### src/rtl/bank_guard_pkg.sv
package bank_guard_pkg;

    localparam int BANK_W  = 8;
    localparam int REG_AW  = 2;
    localparam int DATA_W  = BANK_W;

    // control register bit positions
    localparam int CTL_ARM_BIT  = 0;
    localparam int CTL_FLAG_BIT = 1;

    typedef enum logic [REG_AW-1:0] {
        RSEL_CTRL = 2'd0,
        RSEL_BANK = 2'd1,
        RSEL_MASK = 2'd2,
        RSEL_CAPT = 2'd3
    } reg_sel_e;

    typedef struct packed {
        logic              arm;
        logic [BANK_W-1:0] bank;
        logic [BANK_W-1:0] mask;
    } guard_cfg_t;

    typedef struct packed {
        logic              hit;
        logic [BANK_W-1:0] bank;
    } fault_evt_t;

    localparam logic [BANK_W-1:0] MASK_RST = {BANK_W{1'b1}};
    localparam logic [BANK_W-1:0] BANK_RST = '0;

    function automatic logic [DATA_W-1:0] ctrl_word(input logic arm, input logic flag);
        logic [DATA_W-1:0] w;
        w = '0;
        w[CTL_ARM_BIT]  = arm;
        w[CTL_FLAG_BIT] = flag;
        return w;
    endfunction

endpackage

### src/rtl/bg_match.sv
module bg_match
    import bank_guard_pkg::*;
(
    input  guard_cfg_t        cfg,
    input  logic              vld,
    input  logic [BANK_W-1:0] bank,
    output fault_evt_t        evt
);
    logic [BANK_W-1:0] bit_ok;

    genvar gi;
    generate
        for (gi = 0; gi < BANK_W; gi++) begin : g_bit
            assign bit_ok[gi] = ~cfg.mask[gi] | (bank[gi] == cfg.bank[gi]);
        end
    endgenerate

    always_comb begin
        evt.hit  = cfg.arm & vld & (&bit_ok);
        evt.bank = bank;
    end
endmodule

### src/rtl/bg_regs.sv
module bg_regs
    import bank_guard_pkg::*;
(
    input  logic              clk,
    input  logic              rst,
    input  logic              we,
    input  logic [REG_AW-1:0] addr,
    input  logic [DATA_W-1:0] wdata,
    input  fault_evt_t        evt,
    output guard_cfg_t        cfg,
    output logic [DATA_W-1:0] rdata
);
    logic              arm_q;
    logic              flag_q;
    logic [BANK_W-1:0] bank_q;
    logic [BANK_W-1:0] mask_q;
    logic [BANK_W-1:0] capt_q;
    reg_sel_e          sel;

    assign sel = reg_sel_e'(addr);

    always_ff @(posedge clk) begin
        if (rst) begin
            arm_q  <= 1'b0;
            flag_q <= 1'b0;
            bank_q <= BANK_RST;
            mask_q <= MASK_RST;
            capt_q <= '0;
        end else begin
            if (we) begin
                case (sel)
                    RSEL_CTRL: begin
                        arm_q <= wdata[CTL_ARM_BIT];
                        if (wdata[CTL_FLAG_BIT]) flag_q <= 1'b0;
                    end
                    RSEL_BANK: bank_q <= wdata;
                    RSEL_MASK: mask_q <= wdata;
                    default: ;
                endcase
            end
            // a fault overrides any simultaneous software update
            if (evt.hit) begin
                arm_q  <= 1'b0;
                flag_q <= 1'b1;
                capt_q <= evt.bank;
            end
        end
    end

    always_comb begin
        cfg.arm  = arm_q;
        cfg.bank = bank_q;
        cfg.mask = mask_q;
        case (sel)
            RSEL_CTRL: rdata = ctrl_word(arm_q, flag_q);
            RSEL_BANK: rdata = bank_q;
            RSEL_MASK: rdata = mask_q;
            default:   rdata = capt_q;
        endcase
    end


    fault_disarms_chk: assert property (@(posedge clk) disable iff (rst)
        evt.hit |=> !arm_q);

    fault_sets_flag_chk: assert property (@(posedge clk) disable iff (rst)
        evt.hit |=> flag_q);

    fault_captures_chk: assert property (@(posedge clk) disable iff (rst)
        evt.hit |=> capt_q == $past(evt.bank));
endmodule

### src/rtl/bg_abort.sv
module bg_abort
    import bank_guard_pkg::*;
(
    input  logic       clk,
    input  logic       rst,
    input  fault_evt_t evt,
    input  logic       cpu_rw,
    output logic       mem_rw,
    output logic       abort_n
);
    logic abort_nq;

    always_ff @(posedge clk) begin
        if (rst) abort_nq <= 1'b1;
        else     abort_nq <= ~evt.hit;
    end

    assign abort_n = abort_nq;
    assign mem_rw  = cpu_rw | evt.hit;


    abort_follows_chk: assert property (@(posedge clk) disable iff (rst)
        evt.hit |=> !abort_n);

    abort_single_chk: assert property (@(posedge clk) disable iff (rst)
        !abort_n |=> abort_n);

    write_killed_chk: assert property (@(posedge clk) disable iff (rst)
        evt.hit |-> mem_rw);
endmodule

### src/rtl/bank_guard.sv
module bank_guard
    import bank_guard_pkg::*;
(
    input  logic              clk,
    input  logic              rst,
    input  logic [BANK_W-1:0] cpu_bank,
    input  logic              cpu_vld,
    input  logic              cpu_rw,
    output logic              mem_rw,
    output logic              abort_n,
    input  logic              reg_we,
    input  logic [REG_AW-1:0] reg_addr,
    input  logic [DATA_W-1:0] reg_wdata,
    output logic [DATA_W-1:0] reg_rdata
);
    guard_cfg_t cfg;
    fault_evt_t evt;

    bg_match u_match (
        .cfg  (cfg),
        .vld  (cpu_vld),
        .bank (cpu_bank),
        .evt  (evt)
    );

    bg_regs u_regs (
        .clk   (clk),
        .rst   (rst),
        .we    (reg_we),
        .addr  (reg_addr),
        .wdata (reg_wdata),
        .evt   (evt),
        .cfg   (cfg),
        .rdata (reg_rdata)
    );

    bg_abort u_abort (
        .clk     (clk),
        .rst     (rst),
        .evt     (evt),
        .cpu_rw  (cpu_rw),
        .mem_rw  (mem_rw),
        .abort_n (abort_n)
    );


    disarmed_pass_chk: assert property (@(posedge clk) disable iff (rst)
        !cfg.arm |-> mem_rw == cpu_rw);

    invalid_no_abort_chk: assert property (@(posedge clk) disable iff (rst)
        !cpu_vld |=> abort_n);
endmodule

### config.mk
export PLATFORM = sky130hd
export DESIGN_NAME = bank_guard
export DESIGN_NICKNAME = d
export VERILOG_FILES = /design/src/rtl/bank_guard_pkg.sv /design/src/rtl/bg_match.sv /design/src/rtl/bg_regs.sv /design/src/rtl/bg_abort.sv /design/src/rtl/bank_guard.sv
export SDC_FILE = /design/constraint.sdc
export NUM_CORES = 1
export LEC_CHECK = 0
export BUFFER_PORTS_ARGS = -buffer_cell sky130_fd_sc_hd__clkbuf_2
export CORE_ASPECT_RATIO = 1.75
export CORE_MARGIN = 3
export CORE_UTILIZATION = 56
export CTS_CLUSTER_DIAMETER = 60
export DETAILED_ROUTE_END_ITERATION = 12
export PLACE_DENSITY = 0.91
export SYNTH_ARGS = -nofsm -noshare
export SYNTH_HDL_FRONTEND = slang
export SYNTH_SLANG_ARGS = --single-unit
### constraint.sdc
create_clock -name clk -period 2.74 [get_ports clk]
set_input_delay 0.137 -clock clk [delete_from_list [all_inputs] [get_ports clk]]
set_output_delay 0.137 -clock clk [all_outputs]
set_load 0.005 [all_outputs]
# [Yosys cells after proc, flatten, opt, wreduce, memory -nomap -nowiden]
# Index checks and enable logic that the tools add are counted.
[word_totals] reg_bits=27 in_bits=23 output_inout_bits=10 word_cells=51
[op_classes] n_eq_ne=10 muxes=5 n_bitwise=20 n_reduce_logical=10
[op_table] operator="$pmux W8 S3" n=1
[op_table] operator="$not A1 Y1" n=9
[op_table] operator="$or A1 B1 Y1" n=9
[op_table] operator="$eq A1 B1 Y1" n=8
[op_table] operator="$reduce_and A8 Y1" n=1
[op_table] operator="$reduce_and A2 Y1" n=3
[op_table] operator="$reduce_bool A2 Y1" n=3
[op_table] operator="$mux W1" n=4
[op_table] operator="$reduce_and A3 Y1" n=1
[op_table] operator="$and A1 B1 Y1" n=2
[op_table] operator="$eq A2 B1 Y1 const B" n=1
[op_table] operator="$eq A2 B2 Y1 const B" n=1
[op_table] operator="$logic_not A2 Y1" n=1
[op_table] operator="$reduce_or A2 Y1" n=1

# [Longest topological paths before layout]
[logic_depth] depth_word=6 depth_mapped=6 mapped_depth_nobuf=5

# [By module]
# A second synthesis with hierarchy kept.
[hier_totals] hier_cells=150 area_unflattened_um2=1510.2
[modules_own_cells] mod="bg_regs" instances=1 cells_per_inst=125 area_each_um2=1301.2 seq_area_each_um2=520.5
[modules_own_cells] mod="bg_match" instances=1 cells_per_inst=22 area_each_um2=176.4 seq_area_each_um2=0.0
[modules_own_cells] mod="bg_abort" instances=1 cells_per_inst=3 area_each_um2=32.5 seq_area_each_um2=20.0

# [Least setup slack after synthesis]
# No wires, ideal clock.
[synth_path] path_kind="register to register" start="register u_regs.bank_q[0]" end="register u_regs.capt_q[0]" setup_ps=72 t_arrival_ps=1429 required_ps=2668 setup_slack_ps=1240 stages_incl_launch_ff=7 path_buffers=1 period_less_slack_ps=1500 cell_sequence="dfxtp_1 > xor2_1 > a222oi_1 > nand3_1 > a211oi_2 > buf_6 > mux2i_1"
[synth_between] elab_chain_cells=4
[synth_rtl] element="start: declaration" line_no="bg_regs.sv:15" text="logic [BANK_W-1:0] bank_q;"
[synth_rtl] element="start signal: assignment" line_no="bg_regs.sv:36" text="RSEL_BANK: bank_q <= wdata;"
[synth_rtl] element="$eq A1 B1 Y1" line_no="bg_match.sv:14" text="assign bit_ok[gi] = ~cfg.mask[gi] | (bank[gi] == cfg.bank[gi]);"
[synth_rtl] element="$or A1 B1 Y1" line_no="bg_match.sv:14"
[synth_rtl] element="$reduce_and A8 Y1" line_no="bg_match.sv:19" text="evt.hit = cfg.arm & vld & (&bit_ok);"
[synth_rtl] element="$and A1 B1 Y1" line_no="bg_match.sv:19"
[synth_rtl] element="end signal: assignment" line_no="bg_regs.sv:45" text="capt_q <= evt.bank;"
[synth_rtl] element="end: declaration" line_no="bg_regs.sv:17" text="logic [BANK_W-1:0] capt_q;"
# Every way passes these cells.
# A chain may end at the register's enable or synchronous reset.

# [Worst setup path after layout]
[layout_path] start="register u_regs.bank_q[0]" end="output mem_rw"
[layout_between] elab_chain_cells=5
[layout_rtl] element="$eq A1 B1 Y1" line_no="bg_match.sv:14"
[layout_rtl] element="$or A1 B1 Y1" line_no="bg_match.sv:14"
[layout_rtl] element="$reduce_and A8 Y1" line_no="bg_match.sv:19"
[layout_rtl] element="$and A1 B1 Y1" line_no="bg_match.sv:19"
[layout_rtl] element="$or A1 B1 Y1" line_no="bg_abort.sv:19" text="assign mem_rw = cpu_rw | evt.hit;"
[layout_rtl] element="end: declaration" line_no="bank_guard.sv:9" text="output logic mem_rw,"
# Every way passes these cells.

==> impl_metrics.py <==
metrics = {
    "global_routing": {
        "grt.met2_usage_pct": 37.9,
        "grt_pass1_vias": 1184,
        "grt_util_met1_pct": 27.0,
        "use_met3_pct": 4.58,
        "grt_use_total_pct": 22.2,
        "grt_max_degree": 36,
        "grt_pass1_wl_um": 5370,
        "overflow": 0,
        "grt_busiest_layer": "met2",
        "antenna_found_initial": 0,
    },
    "die": {
        "die_x_um": 43.2,
        "io_pins": 33,
        "fp.coreArea_um2": 2300,
        "start_util_pct": 59.0,
        "die_height_um": 71.1,
        "row_count": 23,
        "die-area_um2": 3070,
    },
    "cts": {
        "cts_buffer_depth": 2,
        "cts_tree": "done",
        "cts_resized": 0,
        "clkSlewWorstSetupHoldPaths_ns": 0.09,
        "clock_latency_ns": 0.27,
        "postCtsSetupBuffers": 0,
        "cts_buffers": 3,
        "cts_sinks": 27,
        "postCtsHoldBufs": 0,
        "cts_root_buffer": "clkbuf_8",
        "htree_levels": 1,
    },
    "final_layout": {
        "syn2layout_area_growth_pct": 15.5,
        "fin_cells": 201,
        "layout_commonest_cell": "clkbuf_2",
        "layout_common_cells": "clkbuf_2, dfxtp_1, nand2_1",
        "diodes": 0,
        "drive_above_1_share_pct": 26.1,
        "n_fill_cell": 186,
        "final_nets": 200,
    },
    "synth": {
        "yosysSeqAreaShare_pct": 39.8,
        "syn_nets": 170,
        "synth_cells": 147,
        "yosys-top-cells-area": "dfxtp_1, nand2b_1, nand2_1, mux2i_1, xor2_1",
        "synthDistinctLibCells": 26,
        "ys_warn_count": 0,
        "synth_top_area_share_pct": 39.8,
        "synth_area_um2": 1360,
        "syn-mean-instance-area_um2": 9.24,
        "synth_top_area_cell": "dfxtp_1",
        "ys_seq_elements": 27,
    },
    "detailed_routing": {
        "final_antenna_net_count": 0,
        "drc_errors": 0,
        "drt-total-wl_um": 3200,
        "num_vias": 1175,
        "drtIter0Drc": 41,
        "drt_first_pass_iters": 4,
        "viasPerCell": 5.85,
        "drt-wirelength-per-cell_um": 15.9,
    },
    "setup_path": {
        "critPathLaunchType": "register",
        "critical_path.max_fanout": 7,
        "crit_type": "reg2out",
        "arrival_ns": 2.03,
        "setup.worst_path.end_class": "output port",
        "cp_data_required_time_ns": 2.60,
    },
    "power": {
        "power_frac_comb_pct": 14.5,
        "p_sw_share_pct": 24.7,
        "power.switching_mw": 0.184,
        "clkPwrFrac_pct": 30.1,
        "intPower_mw": 0.561,
        "p_seq_share_pct": 55.3,
        "vdd_drop_max_uv": 403,
        "cellPowerDensity_nw_per_um2": 475,
        "leakage_nw": 0.684,
    },
    "sta": {
        "fin_worst_skew_ns": 0.00784,
        "finalHoldViolCount": 0,
        "grt_setup_unrepaired": "false",
        "setup_viol": 0,
        "max_slew_margin_pct": 60.7,
        "whs_ns": 0.0874,
        "fmax_ghz": 0.463,
        "worst_pin_slew_ns": 0.589,
        "final_max_slew_viol_count": 0,
        "fin_crit_sh_pct": 78.9,
        "finalCriticalPeriod_ns": 2.16,
        "finalSetupTns_ns": 0,
    },
    "placement": {
        "place.gp.congestion": 0.804,
        "portBuffers": 32,
        "dp_cells": 197,
        "hpwl_um": 2370,
    },
    "worst_hold_path": {
        "hold_class": "in2reg",
    },
    "job": {
        "maxCapViolCount": 0,
    },
    "outcome": {
        "status": "finished, final reports clean",
    },
}
sequential cells by signal, summed over array words and instances, names as in the netlist:
signal           count
u_abort.abort_n      1
u_regs.arm_q         1
u_regs.bank_q        8
u_regs.capt_q        8
u_regs.flag_q        1
u_regs.mask_q        8
Yosys cell counts (all sizes together):
cell,instances
nand2b,16
mux4,2
buf,2
mux2i,9
mux2,6
nand2,26
a21oi,8
xor2,8
a222oi,1
dfxtp,27
o21ba,1
nor2b,1
a22o,6
nand3,9
nor3b,1
nand3b,9
and3b,1
or2b,1
nor3,1
a211oi,1
a21boi,1
or2,1
clkbuf,7
a22oi,2
area by class of cell:
| type | count | area [um2] | area share [%] |
|---|---|---|---|
| clock buffer | 4 | 45.0 | 2.87 |
| timing repair buffer | 34 | 175 | 11.2 |
| sequential | 27 | 541 | 34.5 |
| tap | 25 | 31.3 | 2.00 |
| multi-input combinational | 111 | 776 | 49.5 |
through the flow:
stage	setup WS, ns	total power, mW	cell area, um2	utilization, %
finish	0.578	0.745	1570	68.1
global route	0.376	0.772	1570	68.1
CTS	0.555	0.742	1570	68.1
detailed placement	0.723	0.528	1520	66.1
global placement	0.865	0.523	1520	66.1
floorplan	1.24	0.485	1360	-
critical path, cell delays in order, from the launching register on:
cell      delay [ns]
dfxtp_1         0.34
xor2_1          0.15
a222oi_1        0.33
nand3_1         0.12
a211oi_2        0.49
or2_2           0.21
clkbuf_2        0.10
worst paths after layout:
| path | start | cells past startpoint | slack, ns | endpoint |
|---|---|---|---|---|
| setup / recovery | u_regs.bank_q[0] | 6 | 0.58 | mem_rw |
| hold / removal | reg_wdata[5] | 3 | 0.09 | u_regs.mask_q[5] |
| setup reg to reg | u_regs.bank_q[0] | 6 | 0.74 | u_regs.capt_q[1] |
| hold reg to reg | u_regs.capt_q[5] | 2 | 0.49 | u_regs.capt_q[5] |
power by group through the flow:
stage	logic [mW]	registers, mW	clock network, mW
floorplan	0.0665	0.418	0
detailed placement	0.107	0.421	0
finish	0.108	0.412	0.225
CTS	0.108	0.412	0.222
global route	0.119	0.414	0.240
global placement	0.103	0.420	0
layer usage:
layer	wire, um	up-vias	part of all wire, %
met2	1690	46	53
met5	0	-	0
met4	42	0	1.3
met3	198	6	6.2
li1	-	570	-
met1	1270	553	40
cell families after synthesis:
group,after synthesis,synth area share (%)
AOI/OAI and AO/OA,20,10.9
xor gates and xnor gates,8,5.16
buffers and inverters,9,3.04
DFF,27,39.8
muxes,17,15.2
and+or+nand+nor,66,25.9
(Power assumes the default switching activity.)
